$ cat src/rtl/synth_i2c_pkg.sv
package synth_i2c_pkg;
  typedef enum logic [2:0] {
    EN_IDLE, EN_ADDR, EN_WR, EN_ACK, EN_RD, EN_MACK
  } eng_state_e;

  typedef enum logic [1:0] {
    PH_IDLE, PH_SEL, PH_DB2, PH_PB
  } wr_phase_e;

  localparam int BYTE_W = 8;
endpackage

$ cat src/rtl/synth_i2c_sync.sv
module synth_i2c_sync #(
  parameter int STAGES = 2
) (
  input  logic clk_i,
  input  logic rst_ni,
  input  logic scl_i,
  input  logic sda_i,
  output logic sda_o,
  output logic scl_rise_o,
  output logic scl_fall_o,
  output logic start_o,
  output logic stop_o
);
  logic [STAGES-1:0] scl_q, sda_q;
  logic scl_s, sda_s, scl_d, sda_d;

  always_ff @(posedge clk_i or negedge rst_ni) begin
    if (!rst_ni) begin
      scl_q <= '1;
      sda_q <= '1;
      scl_d <= 1'b1;
      sda_d <= 1'b1;
    end else begin
      scl_q <= {scl_q[STAGES-2:0], scl_i};
      sda_q <= {sda_q[STAGES-2:0], sda_i};
      scl_d <= scl_s;
      sda_d <= sda_s;
    end
  end

  assign scl_s      = scl_q[STAGES-1];
  assign sda_s      = sda_q[STAGES-1];
  assign sda_o      = sda_s;
  assign scl_rise_o = scl_s & ~scl_d;
  assign scl_fall_o = ~scl_s & scl_d;
  // SDA edge while SCL stays high
  assign start_o    = scl_s & scl_d & sda_d & ~sda_s;
  assign stop_o     = scl_s & scl_d & ~sda_d & sda_s;
endmodule

$ cat src/rtl/synth_i2c_engine.sv
module synth_i2c_engine
  import synth_i2c_pkg::*;
#(
  parameter int          SEL_W     = 2,
  parameter logic [4:0]  ADDR_BASE = 5'b11000,
  parameter bit          GEN_EN    = 1'b1,
  parameter logic [6:0]  GEN_ADDR  = 7'h61
) (
  input  logic              clk_i,
  input  logic              rst_ni,
  input  logic              sda_i,
  input  logic              scl_rise_i,
  input  logic              scl_fall_i,
  input  logic              start_i,
  input  logic              stop_i,
  input  logic [SEL_W-1:0]  addr_sel_i,
  input  logic [BYTE_W-1:0] status_i,
  output logic              sda_oe_o,
  output logic              addr_wr_o,
  output logic              wr_valid_o,
  output logic [BYTE_W-1:0] wr_data_o,
  output logic              rd_done_o
);
  localparam int CNT_W = $clog2(BYTE_W + 1);
  localparam logic [CNT_W-1:0] LAST_BIT = CNT_W'(BYTE_W - 1);
  localparam logic [CNT_W-1:0] FULL     = CNT_W'(BYTE_W);

  eng_state_e        state;
  logic [BYTE_W-1:0] shreg, tx;
  logic [CNT_W-1:0]  bcnt;
  logic              ack_pend, rd_mode, more;
  logic              own_hit, gen_hit, hit;

  assign own_hit = (shreg[6:0] == {ADDR_BASE, addr_sel_i});

  generate
    if (GEN_EN) begin : g_gen
      assign gen_hit = (shreg[6:0] == GEN_ADDR);
    end else begin : g_nogen
      assign gen_hit = 1'b0;
    end
  endgenerate

  assign hit = own_hit | gen_hit;

  always_ff @(posedge clk_i or negedge rst_ni) begin
    if (!rst_ni) begin
      state      <= EN_IDLE;
      shreg      <= '0;
      tx         <= '0;
      bcnt       <= '0;
      ack_pend   <= 1'b0;
      rd_mode    <= 1'b0;
      more       <= 1'b0;
      sda_oe_o   <= 1'b0;
      addr_wr_o  <= 1'b0;
      wr_valid_o <= 1'b0;
      wr_data_o  <= '0;
      rd_done_o  <= 1'b0;
    end else begin
      addr_wr_o  <= 1'b0;
      wr_valid_o <= 1'b0;
      rd_done_o  <= 1'b0;
      if (start_i) begin
        state    <= EN_ADDR;
        bcnt     <= '0;
        sda_oe_o <= 1'b0;
      end else if (stop_i) begin
        state    <= EN_IDLE;
        sda_oe_o <= 1'b0;
      end else if (scl_rise_i) begin
        case (state)
          EN_ADDR, EN_WR: begin
            shreg <= {shreg[BYTE_W-2:0], sda_i};
            bcnt  <= bcnt + 1'b1;
            if (bcnt == LAST_BIT) begin
              if (state == EN_ADDR) begin
                ack_pend  <= hit;
                rd_mode   <= sda_i;
                addr_wr_o <= hit & ~sda_i;
              end else begin
                ack_pend   <= 1'b1;
                wr_valid_o <= 1'b1;
                wr_data_o  <= {shreg[BYTE_W-2:0], sda_i};
              end
            end
          end
          EN_RD:   bcnt <= bcnt + 1'b1;
          EN_MACK: begin
            rd_done_o <= 1'b1;
            more      <= ~sda_i;
          end
          default: ;
        endcase
      end else if (scl_fall_i) begin
        case (state)
          EN_ADDR, EN_WR: begin
            if (bcnt == FULL) begin
              if (ack_pend) begin
                sda_oe_o <= 1'b1;
                state    <= EN_ACK;
              end else begin
                state <= EN_IDLE;
              end
            end
          end
          EN_ACK: begin
            bcnt <= '0;
            if (rd_mode) begin
              tx       <= {status_i[BYTE_W-2:0], 1'b0};
              sda_oe_o <= ~status_i[BYTE_W-1];
              state    <= EN_RD;
            end else begin
              sda_oe_o <= 1'b0;
              state    <= EN_WR;
            end
          end
          EN_RD: begin
            if (bcnt == FULL) begin
              sda_oe_o <= 1'b0;
              state    <= EN_MACK;
            end else begin
              sda_oe_o <= ~tx[BYTE_W-1];
              tx       <= {tx[BYTE_W-2:0], 1'b0};
            end
          end
          EN_MACK: begin
            if (more) begin
              bcnt     <= '0;
              tx       <= {status_i[BYTE_W-2:0], 1'b0};
              sda_oe_o <= ~status_i[BYTE_W-1];
              state    <= EN_RD;
            end else begin
              state <= EN_IDLE;
            end
          end
          default: ;
        endcase
      end
    end
  end
endmodule

$ cat src/rtl/synth_i2c_bank.sv
module synth_i2c_bank
  import synth_i2c_pkg::*;
#(
  parameter int DIV_W = 15
) (
  input  logic              clk_i,
  input  logic              rst_ni,
  input  logic              start_i,
  input  logic              stop_i,
  input  logic              addr_wr_i,
  input  logic              wr_valid_i,
  input  logic [BYTE_W-1:0] wr_data_i,
  input  logic              rd_done_i,
  output logic [DIV_W-1:0]  div_o,
  output logic              cp_hi_o,
  output logic [2:0]        test_o,
  output logic [1:0]        ref_sel_o,
  output logic              tune_off_o,
  output logic [3:0]        oc_o,
  output logic [2:0]        bs_o,
  output logic              por_o
);
  localparam int HI_W = DIV_W - BYTE_W;

  wr_phase_e       phase;
  logic [HI_W-1:0] hi_q;
  logic            unused_pb_bit;

  assign unused_pb_bit = wr_data_i[3];

  always_ff @(posedge clk_i or negedge rst_ni) begin
    if (!rst_ni) begin
      phase      <= PH_IDLE;
      hi_q       <= '0;
      div_o      <= '0;
      cp_hi_o    <= 1'b0;
      test_o     <= 3'b001;
      ref_sel_o  <= 2'b00;
      tune_off_o <= 1'b0;
      oc_o       <= '0;
      bs_o       <= '0;
      por_o      <= 1'b1;
    end else begin
      if (rd_done_i) por_o <= 1'b0;
      if (start_i || stop_i) begin
        phase <= PH_IDLE;
      end else if (addr_wr_i) begin
        phase <= PH_SEL;
      end else if (wr_valid_i) begin
        case (phase)
          PH_SEL: begin
            if (!wr_data_i[BYTE_W-1]) begin
              hi_q  <= wr_data_i[HI_W-1:0];
              phase <= PH_DB2;
            end else begin
              cp_hi_o    <= wr_data_i[6];
              test_o     <= wr_data_i[5:3];
              ref_sel_o  <= wr_data_i[2:1];
              tune_off_o <= wr_data_i[0];
              phase      <= PH_PB;
            end
          end
          PH_DB2: begin
            div_o <= {hi_q, wr_data_i};
            phase <= PH_SEL;
          end
          PH_PB: begin
            oc_o  <= wr_data_i[7:4];
            bs_o  <= wr_data_i[2:0];
            phase <= PH_SEL;
          end
          default: ;
        endcase
      end
    end
  end
endmodule

$ cat src/rtl/synth_i2c_regs.sv
module synth_i2c_regs
  import synth_i2c_pkg::*;
#(
  parameter int         DIV_W       = 15,
  parameter int         SEL_W       = 2,
  parameter int         ADC_W       = 3,
  parameter int         SYNC_STAGES = 2,
  parameter logic [4:0] ADDR_BASE   = 5'b11000,
  parameter logic [6:0] GEN_ADDR    = 7'h61
) (
  input  logic             clk_i,
  input  logic             rst_ni,
  input  logic             scl_i,
  input  logic             sda_i,
  output logic             sda_oe_o,
  input  logic [SEL_W-1:0] addr_sel_i,
  input  logic             lock_i,
  input  logic [ADC_W-1:0] adc_code_i,
  output logic [DIV_W-1:0] div_o,
  output logic             cp_hi_o,
  output logic [2:0]       test_o,
  output logic [1:0]       ref_sel_o,
  output logic             tune_off_o,
  output logic [3:0]       oc_o,
  output logic [2:0]       bs_o
);
  localparam int PAD_W = BYTE_W - 2 - ADC_W;

  logic              sda_s, scl_rise, scl_fall, start_p, stop_p;
  logic              addr_wr, wr_valid, rd_done, por;
  logic [BYTE_W-1:0] wr_data, status;

  assign status = {por, lock_i, {PAD_W{1'b0}}, adc_code_i};

  synth_i2c_sync #(.STAGES(SYNC_STAGES)) u_sync (
    .clk_i      (clk_i),
    .rst_ni     (rst_ni),
    .scl_i      (scl_i),
    .sda_i      (sda_i),
    .sda_o      (sda_s),
    .scl_rise_o (scl_rise),
    .scl_fall_o (scl_fall),
    .start_o    (start_p),
    .stop_o     (stop_p)
  );

  synth_i2c_engine #(
    .SEL_W     (SEL_W),
    .ADDR_BASE (ADDR_BASE),
    .GEN_EN    (1'b1),
    .GEN_ADDR  (GEN_ADDR)
  ) u_engine (
    .clk_i      (clk_i),
    .rst_ni     (rst_ni),
    .sda_i      (sda_s),
    .scl_rise_i (scl_rise),
    .scl_fall_i (scl_fall),
    .start_i    (start_p),
    .stop_i     (stop_p),
    .addr_sel_i (addr_sel_i),
    .status_i   (status),
    .sda_oe_o   (sda_oe_o),
    .addr_wr_o  (addr_wr),
    .wr_valid_o (wr_valid),
    .wr_data_o  (wr_data),
    .rd_done_o  (rd_done)
  );

  synth_i2c_bank #(.DIV_W(DIV_W)) u_bank (
    .clk_i      (clk_i),
    .rst_ni     (rst_ni),
    .start_i    (start_p),
    .stop_i     (stop_p),
    .addr_wr_i  (addr_wr),
    .wr_valid_i (wr_valid),
    .wr_data_i  (wr_data),
    .rd_done_i  (rd_done),
    .div_o      (div_o),
    .cp_hi_o    (cp_hi_o),
    .test_o     (test_o),
    .ref_sel_o  (ref_sel_o),
    .tune_off_o (tune_off_o),
    .oc_o       (oc_o),
    .bs_o       (bs_o),
    .por_o      (por)
  );
endmodule

$ cat config.mk
export PLATFORM = sky130hd
export DESIGN_NAME = synth_i2c_regs
export DESIGN_NICKNAME = d
export VERILOG_FILES = /design/src/rtl/synth_i2c_pkg.sv /design/src/rtl/synth_i2c_sync.sv /design/src/rtl/synth_i2c_engine.sv /design/src/rtl/synth_i2c_bank.sv /design/src/rtl/synth_i2c_regs.sv
export SDC_FILE = /design/constraint.sdc
export NUM_CORES = 1
export LEC_CHECK = 0
export ABC_AREA = 1
export BUFFER_PORTS_ARGS = -buffer_cell sky130_fd_sc_hd__buf_2
export CAP_MARGIN = 20
export CORE_MARGIN = 4
export CORE_UTILIZATION = 58
export CTS_BUF_LIST = sky130_fd_sc_hd__clkbuf_8
export DETAILED_ROUTE_END_ITERATION = 10
export GPL_TIMING_DRIVEN = 1
export PLACE_DENSITY = 0.79
export SETUP_SLACK_MARGIN = 0.3
export SYNTH_ARGS = -nofsm -noshare
export SYNTH_HDL_FRONTEND = slang
export SYNTH_HIERARCHICAL = 1
export SYNTH_SLANG_ARGS = --single-unit
$ cat constraint.sdc
create_clock -name clk_i -period 2.03 [get_ports clk_i]
set_input_delay 0.406 -clock clk_i [delete_from_list [all_inputs] [get_ports clk_i]]
set_output_delay 0.406 -clock clk_i [all_outputs]
set_load 0.02 [all_outputs]
=== Yosys cells after proc, flatten, opt, wreduce, memory -nomap -nowiden ===
Cells that the tools add are included.

* Bitwise gates (word level): 22
* Add/subtract/negate cells: 1
* Multiplexer cells: 53
* Equality and inequality tests: 23
* Reductions and logical operators: 25

{| class="wikitable"
|+ Operators by type and width
! cell !! count
|-
| two-way mux 1 bit || 27
|-
| AND reduction 5 bit || 5
|-
| two-way mux 3 bit || 8
|-
| two-way mux 4 bit || 6
|-
| two-way mux 8 bit || 3
|-
| case mux 8 bit (3 select lines) || 1
|-
| AND reduction 6 bit || 3
|-
| inequality test 4 x 1 -> 1 bit, second input constant || 4
|-
| AND reduction 4 bit || 4
|-
| inverter 1 bit || 13
|-
| case mux 3 bit (4 select lines) || 1
|-
| nonzero test 3 bit || 4
|-
| bitwise AND 1 bit || 8
|-
| two-way mux 2 bit || 4
|-
| case mux 4 bit (2 select lines) || 1
|-
| AND reduction 8 bit || 1
|-
| nonzero test 4 bit || 2
|-
| equality test 7 bit || 1
|-
| equality test 7 bit, second input constant || 1
|-
| equality test 3 x 2 -> 1 bit, second input constant || 2
|-
| equality test 3 bit, second input constant || 2
|-
| inequality test 2 x 1 -> 1 bit, second input constant || 3
|-
| nonzero test 6 bit || 1
|-
| adder 4 x 1 -> 4 bit, second input constant || 1
|-
| other kinds (16) || 18
|}

* Output and inout port bits: 30
* Bits in registers: 82
* Word-level logic and storage cells: 150

=== Depth between registers and ports, before layout ===
Gate-level depths: netlist (run 1).

* Depth after elaboration: 9
* Gate-level depth with buffers: 12
* Depth with buffers taken out: 12

=== Hierarchy ===
The synthesis (run 1) kept the hierarchy.

{| class="wikitable"
|+ By module, submodules not included
! module !! cells an instance !! area an instance (um2) !! instances
|-
| synth_i2c_engine || 234 || 1864.3 || 1
|-
| synth_i2c_bank || 181 || 1626.6 || 1
|-
| synth_i2c_sync || 17 || 198.9 || 1
|-
| synth_i2c_regs || 1 || 3.8 || 1
|}

=== Least setup slack after synthesis (run 1) ===
OpenSTA, ideal clock, no wires.

* Kind: flip-flop to flip-flop
* Start point: reg u_sync.scl_q[1]
* End point: reg u_engine.wr_data_o[4]
* Arrival time: 1.654 ns
* Path buffers: 2
* Cell stages (with the launch flop): 11
* Required time: 1.912 ns
* Path slack: 0.259 ns
* Path through: dfstp_2 inv_1 nor2_1 nand2_2 nor2_2 nand3_1 or2_1 buf_6 buf_8 nand2_1 o21ai_2

{| class="wikitable"
|+ RTL lines
! element !! line !! source
|-
| from (decl) || synth_i2c_sync.sv:14 || <nowiki>logic [STAGES-1:0] scl_q, sda_q;</nowiki>
|-
| from (signal assigned) || synth_i2c_sync.sv:24 || <nowiki>scl_q <= {scl_q[STAGES-2:0], scl_i};</nowiki>
|-
| bitwise AND 1 bit || synth_i2c_sync.sv:34 || <nowiki>assign scl_rise_o = scl_s & ~scl_d;</nowiki>
|-
| named net scl_rise || synth_i2c_regs.sv:29 || <nowiki>logic sda_s, scl_rise, scl_fall, start_p, stop_p;</nowiki>
|-
| AND reduction 6 bit (no source line) || -- ||
|-
| to (signal assigned) || synth_i2c_engine.sv:84 || <nowiki>wr_data_o <= {shreg[BYTE_W-2:0], sda_i};</nowiki>
|-
| to (decl) || synth_i2c_engine.sv:21 || <nowiki>output logic [BYTE_W-1:0] wr_data_o,</nowiki>
|}

The timed path passes the listed nets, and every way through them passes these cells.
A chain may end at the register's enable or synchronous reset.

=== Final worst setup path (run 1) ===
* Start point: reg u_sync.sda_q[1]
* End point: reg u_engine.wr_data_o[3]

* Longest elaborated chain between the ends: 4

{| class="wikitable"
|+ Ends and longest elaborated chain
! element !! line !! source
|-
| from (decl) || synth_i2c_sync.sv:14 ||
|-
| from (signal assigned) || synth_i2c_sync.sv:25 || <nowiki>sda_q <= {sda_q[STAGES-2:0], sda_i};</nowiki>
|-
| inverter 1 bit || synth_i2c_sync.sv:37 || <nowiki>assign start_o = scl_s & scl_d & sda_d & ~sda_s;</nowiki>
|-
| bitwise AND 1 bit || synth_i2c_sync.sv:37 ||
|-
| named net start_p || synth_i2c_regs.sv:29 ||
|-
| inverter 1 bit (no source line) || -- ||
|-
| AND reduction 6 bit (no source line) || -- ||
|}

The timed path passes the listed nets, and every way through them passes these cells.

==> run summary, run 1 <==
* area share of and/or/nand/nor cells after synthesis: 28.5%
* overall die area: 7710 um2
* root buffer cell: sky130_fd_sc_hd__clkbuf_8
* Tightest Hold Check Type: primary input to async pin
* syn_area_per_cell: 8.53 um2
* complex-gate fraction of the synthesized area: 7.49%
* last weighted congestion value of the routability-driven placer: 0.898
* placement row count: 28
* placed cell count: 545
* post-detailed-routing wire length: 8340 um
* number of search-and-repair iterations in the first detailed-routing pass: 5
* Die X-Extent: 87.8 um
* met3 track demand over resource: 4.80%
* worst reg-to-reg path cell count: 11
* cells along the critical path: inv_1 -> nand2_2 -> nor2_4 -> inv_2 -> nand2_4 -> nor2_4 -> nand3_2 -> or2_4 -> buf_12 -> nand2_1 -> o21ai_2
* Placed Area: 3980 um2
* Post-layout nets: 508
* register-to-register setup slack: 0.30 ns
* synth unique cells: 31
* Buffers on Ports: 39
* gr usage total: 22.4%
* count of state elements after synthesis: 81
* number of design rule violations left after detail routing: 0
* total count of max-transition violations in the final report: 0
* Antenna Violating Nets Remaining: 0
* TritonCTS Sinks: 81
* Critical Setup Path Class: register to register
* routed length per instance: 14.5 um
* Tmin final: 1.73 ns
* placeable core region: 6060 um2
* peak clock frequency supported by timing: 578 MHz
* number of antenna diodes: 0
* detail-routed via count per cell: 5.52
* post-route fraction of the period consumed by the critical path: 85.3%
* Final setup viols: 0
* capturing point of the worst reg2reg path: u_engine/wr_data_o[3]
* post-synthesis adder-cell area fraction: 0.678%
* Reg2Reg Launch Point: u_sync/sda_q[1]
* iteration-0 DRC count of the detailed router: 225
* layout cell share with drive strength beyond 1: 24.0%
* launching instance or port of the critical path: u_sync/sda_q[1]
* antenna violations before repair: 0
* outcome: finished clean
* placed wire-length estimate: 5490 um
* starting density of the core: 60.9%
* worst vdd ir: 631 uV
* I/O pin count: 40
* wire length of the first global-routing pass: 13400 um
* cell with the biggest individual delay on the critical path: sky130_fd_sc_hd__dfstp_2
* floorplan die height: 87.8 um
* fill cell instance count of the final layout: 464
* post-route setup TNS: 0 ns
* GRT overflow: 0
* fraction of met1 tracks used by global routing: 28.3%
* clock buffer count from CTS: 9
* number of instances in the synthesized netlist: 433
* met2 layer usage reported by global route: 37.9%
* critical path endpoint category: register
* pin count of the biggest net entering global routing: 40
* slowest stage delay, CP: 0.54 ns
* required time worst endpoint: 2.26 ns
* Via Count: 3176
* least setup slack across all paths after layout: 0.299 ns
* Synth-to-Final Area Change: 20.5%
* Worst-path clk slew: 0.08 ns
* LEAKAGE: 2.43 nW
* library cell appearing most often on the critical path: sky130_fd_sc_hd__nor2_4
* number of H-tree levels: 3
* minimum setup slack after placement: 0.185 ns
* TritonCTS clock tree: done
* WP data arrival: 1.96 ns
* part of the Yosys area used for sequential elements: 55.1%
* yosys warns: 6
* mux cell area share after synthesis: 1.63%
* worst clock skew: 0.0133 ns
* areal power density over the cells: 725 nW/um2
* number of global-route vias before repair: 2976
* summed instance area of the synthesized netlist: 3690 um2
* utilization of the core after routing: 73.4%
* parity-gate share of the synthesized area counting xor and xnor cells: 0%
* GRT Max-Usage Layer: met2
* buffer levels on the longest clock path: 2
* Worst Path Max Fanout: 9
* end of the critical path: u_engine/wr_data_o[3]
* Max-cap violations: 0
* main combinational cell family by area after synthesis: simple AND/OR/NAND/NOR gates
* final std cells w/o fill: 575
* setup repair after global routing missed its margin: yes
* finished layout cell area: 4450 um2
* final-report hold violation count: 0
* Worst Setup Start Kind: register
* clock insertion delay at the later pin of the skew report: 0.34 ns
[per-stage QoR]
step	hold slack, ns	power (mW)
2_1_floorplan	0.110	1.78
3_3_place_gp	0.351	1.85
3_5_place_dp	0.349	1.85
4_1_cts	0.0220	3.24
5_1_grt	0.0356	3.35
6_report	0.0164	3.23
[power breakdown]
group | leakage [nW] | switching (mW) | internal [mW]
Clock | 0.125 | 0.540 | 0.836
Sequential | 1.06 | 0.0236 | 1.64
Combinational | 1.24 | 0.125 | 0.0600
[cell usage in the layout (no fill, tap or decap)]
cell type	n
sky130_fd_sc_hd__a21oi_1	1
sky130_fd_sc_hd__a21oi_2	1
sky130_fd_sc_hd__buf_12	3
sky130_fd_sc_hd__buf_16	1
sky130_fd_sc_hd__buf_2	38
sky130_fd_sc_hd__buf_4	16
sky130_fd_sc_hd__bufinv_16	3
sky130_fd_sc_hd__clkbuf_8	10
sky130_fd_sc_hd__conb_1	3
sky130_fd_sc_hd__dfrtp_1	73
sky130_fd_sc_hd__dfstp_2	8
sky130_fd_sc_hd__ha_1	2
sky130_fd_sc_hd__inv_1	41
sky130_fd_sc_hd__inv_2	3
sky130_fd_sc_hd__mux2i_1	6
sky130_fd_sc_hd__nand2_1	133
sky130_fd_sc_hd__nand2_2	8
sky130_fd_sc_hd__nand2_4	1
sky130_fd_sc_hd__nand3_1	30
sky130_fd_sc_hd__nand3_2	4
sky130_fd_sc_hd__nand3b_2	1
sky130_fd_sc_hd__nand4_1	5
sky130_fd_sc_hd__nand4_2	1
sky130_fd_sc_hd__nand4_4	1
sky130_fd_sc_hd__nor2_1	35
sky130_fd_sc_hd__nor2_2	3
sky130_fd_sc_hd__nor2_4	8
sky130_fd_sc_hd__nor3_1	10
sky130_fd_sc_hd__nor3_4	1
sky130_fd_sc_hd__nor4_1	1
sky130_fd_sc_hd__o21ai_0	35
sky130_fd_sc_hd__o21ai_1	5
sky130_fd_sc_hd__o21ai_2	8
sky130_fd_sc_hd__or2_4	1
[kinds of logic after synthesis]
logic type | after synthesis
AOI/OAI and AO/OA | 50
buffers and inverters | 51
and+or+nand+nor | 242
adders and majority gates | 2
muxes | 6
DFF | 81
other | 1
[how the worst min path moves through the flow]
stage                             endpoint  slack (ns)  cells after the start
after floorplan             u_bank/bs_o[0]        0.11                      0
after global placement        u_bank/por_o        0.35                      1
after detailed placement   u_sync/scl_q[1]        0.35                      0
after CTS                  u_bank/div_o[1]        0.02                      1
after global routing      u_bank/div_o[10]        0.04                      1
final                      u_bank/div_o[1]        0.02                      1
[final cells by class]
type / count / area [um2] / share of cell area (%)
Tap cell: 75 / 93.8 / 2.11
Timing Repair Buffer: 58 / 398 / 8.94
Clock buffer: 10 / 138 / 3.09
Multi-Input combinational cell: 304 / 1530 / 34.4
Inverter: 42 / 158 / 3.54
Sequential cell: 81 / 2040 / 45.8
Clock inverter: 5 / 97.6 / 2.19
[critical path, delay by kind of cell (launching register included)]
family	cells	cell delay (ns)
buffers and inverters	3	0.28
and+or+nand+nor	7	0.76
AOI/OAI and AO/OA	1	0.05
DFF	1	0.54
[routing by layer]
layer / vias up / share of wire (%) / wire, um
met2: 139 / 49 / 4110
li1: 1516 / - / -
met4: 0 / 2.5 / 210
met3: 21 / 6.5 / 543
met5: - / 0 / 0
met1: 1500 / 42 / 3480
[cell usage after synthesis, drive strengths merged]
cell type / n / area share (%)
a21oi: 2 / 0.27
buf: 7 / 2.0
clkbuf: 2 / 0.24
conb: 1 / 0.10
dfrtp: 73 / 49
dfstp: 8 / 5.7
ha: 2 / 0.68
inv: 42 / 4.3
mux2i: 6 / 1.6
nand2: 142 / 15
nand3: 34 / 4.9
nand3b: 1 / 0.30
nand4: 6 / 1.2
nor2: 46 / 5.4
nor3: 11 / 1.8
nor4: 1 / 0.17
o21ai: 48 / 7.2
or2: 1 / 0.17
[timing repair]
action,CTS,global route
gates cloned,1,1
endpoints found under the setup margin,57,58
pin swaps,1,4
gates resized for setup,12,15
setup buffers,5,8
hold buffers,0,0
[sequential cells by signal, summed over array words and instances, names as in the netlist, 2 cells and up]
signal / count
u_bank/phase: 2
u_engine/bcnt: 4
u_engine/wr_data_o: 8
u_bank/test_o: 3
u_engine/tx: 7
u_engine/state: 3
u_bank/oc_o: 4
u_bank/bs_o: 3
u_sync/scl_q: 2
u_engine/shreg: 7
u_bank/ref_sel_o: 2
u_sync/sda_q: 2
u_bank/hi_q: 7
u_bank/div_o: 15
Power figures use the tool's default switching activity.
==> run 2: changes to the inputs <==
--- a/config.mk
+++ b/config.mk
@@ -13,9 +13,8 @@
 export CTS_BUF_LIST = sky130_fd_sc_hd__clkbuf_8
 export DETAILED_ROUTE_END_ITERATION = 10
 export GPL_TIMING_DRIVEN = 1
-export PLACE_DENSITY = 0.79
+export PLACE_DENSITY = 0.82
 export SETUP_SLACK_MARGIN = 0.3
 export SYNTH_ARGS = -nofsm -noshare
 export SYNTH_HDL_FRONTEND = slang
-export SYNTH_HIERARCHICAL = 1
 export SYNTH_SLANG_ARGS = --single-unit
==> run 2 against run 1 <==
  * Synthesized cell count is 8.1% lower
  * Hold slack better by 0.029 ns
  * Count of clock-buffer cells in the layout is 1 lower
  * Fmax is 2.6% lower
  * First-iteration DRC count is 7.1% higher
  * Core utilization is 1.1 points higher
  * Final area is 1.5% higher
  * Total power is 28% higher
  * Largest cell class unchanged
  * Largest power group unchanged
==> run summary, run 2 <==
* finished layout cell area: 4520 um2
* largest reg by FF count: u_bank.div_o
* Top delay family on crit path: simple AND/OR/NAND/NOR gates
* GRT Max-Usage Layer: met2
* number of design rule violations left after detail routing: 0
* Critical Setup Path Class: register to register
* critical path endpoint category: register
* Placed Area: 3960 um2
* sum of buffers and inverters on the critical path: 1
* number of antenna diodes: 0
* summed instance area of the synthesized netlist: 3720 um2
* Worst Path Max Fanout: 5
* Synth top area share: 49.1%
* Post-layout nets: 477
* biggest area contributors in the synthesized netlist: sky130_fd_sc_hd__dfrtp_1 (49%), sky130_fd_sc_hd__nand2_1 (12%), sky130_fd_sc_hd__dfstp_2 (5.6%)
* areal power density over the cells: 914 nW/um2
* number of global-route vias before repair: 2716
* met3 track demand over resource: 4.33%
* biggest registers after layout: u_bank.div_o x15, u_engine.wr_data_o x8
* GRT overflow: 0
* commonest non-fill, non-tap cell in the layout: sky130_fd_sc_hd__nand2_1
* CTS Hold Buffers Added: 0
* cell with the biggest individual delay on the critical path: sky130_fd_sc_hd__dfstp_2
* placeable core region: 6060 um2
* total area of multi-input combinational cells: 1630 um2
* I/O pin count: 40
* WP data arrival: 2.02 ns
* slowest stage delay, CP: 0.62 ns
* peak clock frequency supported by timing: 563 MHz
* Synth-to-Final Area Change: 21.4%
* clock insertion delay at the later pin of the skew report: 0.35 ns
* number of flip-flops in the largest register: 15
* floorplan die height: 88.1 um
* number of search-and-repair iterations in the first detailed-routing pass: 5
* setup repair after global routing missed its margin: yes
* clock buffer count from CTS: 9
* TritonCTS Sinks: 81
* nets in the synthesized netlist: 413
* number of instances in the synthesized netlist: 398
* Tmin final: 1.78 ns
* overall die area: 7760 um2
* root buffer cell: sky130_fd_sc_hd__clkbuf_8
* Max-cap violations: 0
* worst slew margin relative to its limit: 63.3%
* worst-margin pin slew: 0.551 ns
* worst clock skew: 0.00594 ns
* antenna violations before repair: 0
* TritonCTS clock tree: done
* met2 layer usage reported by global route: 33.4%
* post-route setup TNS: 0 ns
* Final setup viols: 0
* required time worst endpoint: 2.27 ns
* most frequently used flop master after synthesis: sky130_fd_sc_hd__dfrtp_1
* fill cell instance count of the final layout: 410
* minimum setup slack after placement: 0.153 ns
* Tightest Hold Check Type: primary input to async pin
* last weighted congestion value of the routability-driven placer: 0.952
* most frequent cells in the layout: sky130_fd_sc_hd__nand2_1 (112), sky130_fd_sc_hd__dfrtp_1 (73), sky130_fd_sc_hd__buf_2 (38), sky130_fd_sc_hd__o21ai_0 (36), sky130_fd_sc_hd__inv_1 (34)
* pin count of the biggest net entering global routing: 44
* Post-Route Hold Slack: 0.0454 ns
* Worst-path clk slew: 0.08 ns
* top post-synthesis cells by count: sky130_fd_sc_hd__nand2_1 (119), sky130_fd_sc_hd__dfrtp_1 (73), sky130_fd_sc_hd__o21ai_0 (41)
* syn_area_per_cell: 9.35 um2
* post-route fraction of the period consumed by the critical path: 87.5%
* Antenna Violating Nets Remaining: 0
* layout cell share with drive strength beyond 1: 30.6%
* gr usage total: 21.2%
* part of the Yosys area used for sequential elements: 54.7%
* count of state elements after synthesis: 81
* buffer levels on the longest clock path: 2
* least setup slack across all paths after layout: 0.253 ns
* most common cell in the netlist: sky130_fd_sc_hd__nand2_1
* fraction of met1 tracks used by global routing: 28.8%
* number of H-tree levels: 3
* storage element area: 2040 um2
* starting density of the core: 61.4%
* yosys warns: 0
* placement row count: 28
* post-detailed-routing wire length: 8590 um
* worst vdd ir: 639 uV
* total count of max-transition violations in the final report: 0
* outcome: finished clean
* Die X-Extent: 88.1 um
* cell type with the largest total area after synthesis: sky130_fd_sc_hd__dfrtp_1
* detail-routed via count per cell: 5.64
* iteration-0 DRC count of the detailed router: 241
* cells along the critical path: ha_4 -> nand2_2 -> nor2_4 -> nor2_4 -> buf_4 -> nand3_4 -> nand3_4 -> nand2_1 -> nand2_1
* Buffers on Ports: 39
* Post-synth EDFFs: 0
* proportion of register bits with asynchronous set or reset after synthesis: 100%
* LEAKAGE: 2.25 nW
* register-to-register setup slack: 0.25 ns
* Total Power: 4.13 mW
* synth unique cells: 32
* wire length of the first global-routing pass: 12600 um
* Via Count: 3055
* Worst Setup Start Kind: register
* placed wire-length estimate: 5160 um
* routed length per instance: 15.9 um
* final-report hold violation count: 0
[run 2: changes by cell type in the layout (fill, tap and decap cells not counted), moves of 3 or more]
cell | before | now
sky130_fd_sc_hd__buf_4 | 16 | 19
sky130_fd_sc_hd__o21ai_2 | 8 | 17
sky130_fd_sc_hd__nand2_1 | 133 | 112
sky130_fd_sc_hd__o21ai_1 | 5 | 12
sky130_fd_sc_hd__inv_1 | 41 | 34
sky130_fd_sc_hd__nand3_1 | 30 | 18
sky130_fd_sc_hd__nor2_1 | 35 | 20
sky130_fd_sc_hd__mux2i_1 | 6 | 3
sky130_fd_sc_hd__conb_1 | 3 | 0
sky130_fd_sc_hd__nand4_1 | 5 | 8
sky130_fd_sc_hd__nor3_1 | 10 | 1
sky130_fd_sc_hd__nand3_4 | 0 | 6
[run 2: logic make-up after synthesis]
family	count (synthesis)	synth area share (%)
AND/OR/NAND/NOR	191	25.0
flip-flops	81	54.7
AO/OA/AOI/OAI	69	11.0
buffers and inverters	48	6.59
adder cells (fa/ha/maj)	5	1.68
multiplexers	3	0.807
XOR/XNOR	1	0.235
[run 2: cell type report]
cell class | instances | area share [%]
repair buffers | 59 | 8.06
clock buffers | 9 | 2.74
multi-input cells | 273 | 36.2
clock inverters | 7 | 2.66
well taps | 75 | 2.08
inverters | 38 | 3.21
flip-flops and latches | 81 | 45.1
[run 2: path summary, 6_finish.rpt]
check,start,to,cells after the start
max,u_sync.scl_q[1],u_engine.bcnt[2],9
min,rst_ni,u_engine.tx[1],1
max reg2reg,u_sync.scl_q[1],u_engine.bcnt[2],9
min reg2reg,u_sync.scl_q[0],u_sync.scl_q[1],0
max in group asynchronous,rst_ni,u_engine.shreg[1],2
min in group clk_i,sda_i,u_sync.sda_q[0],1
[run 2: what timing repair did]
| item | in CTS | in global routing |
|---|---|---|
| gates resized for setup | 8 | 30 |
| pin swaps | 5 | 13 |
| endpoints found under the hold margin | 0 | 0 |
| gates cloned | 0 | 4 |
| setup endpoints to repair | 27 | 70 |
| buffers inserted | 5 | 10 |
[run 2: where the power goes]
| part | total (mW) | switching [mW] | internal, mW | leakage (nW) |
|---|---|---|---|---|
| clock network | 1.41 | 0.593 | 0.821 | 0.125 |
| logic | 0.782 | 0.524 | 0.259 | 1.04 |
| registers | 1.93 | 0.162 | 1.77 | 1.08 |
| total | 4.13 | 1.28 | 2.85 | 2.25 |
[run 2: layer usage]
layer	vias to the layer above	wire, um
met5	-	0
met4	0	196
met3	25	476
met2	105	4300
met1	1490	3620
li1	1435	-
[run 2: per-stage QoR]
| stage | util (%) | std cells |
|---|---|---|
| after floorplan | - | 398 |
| after global placement | 65.3 | 507 |
| after detailed placement | 65.3 | 507 |
| after CTS | 70.7 | 528 |
| after global routing | 74.5 | 542 |
| final | 74.5 | 542 |
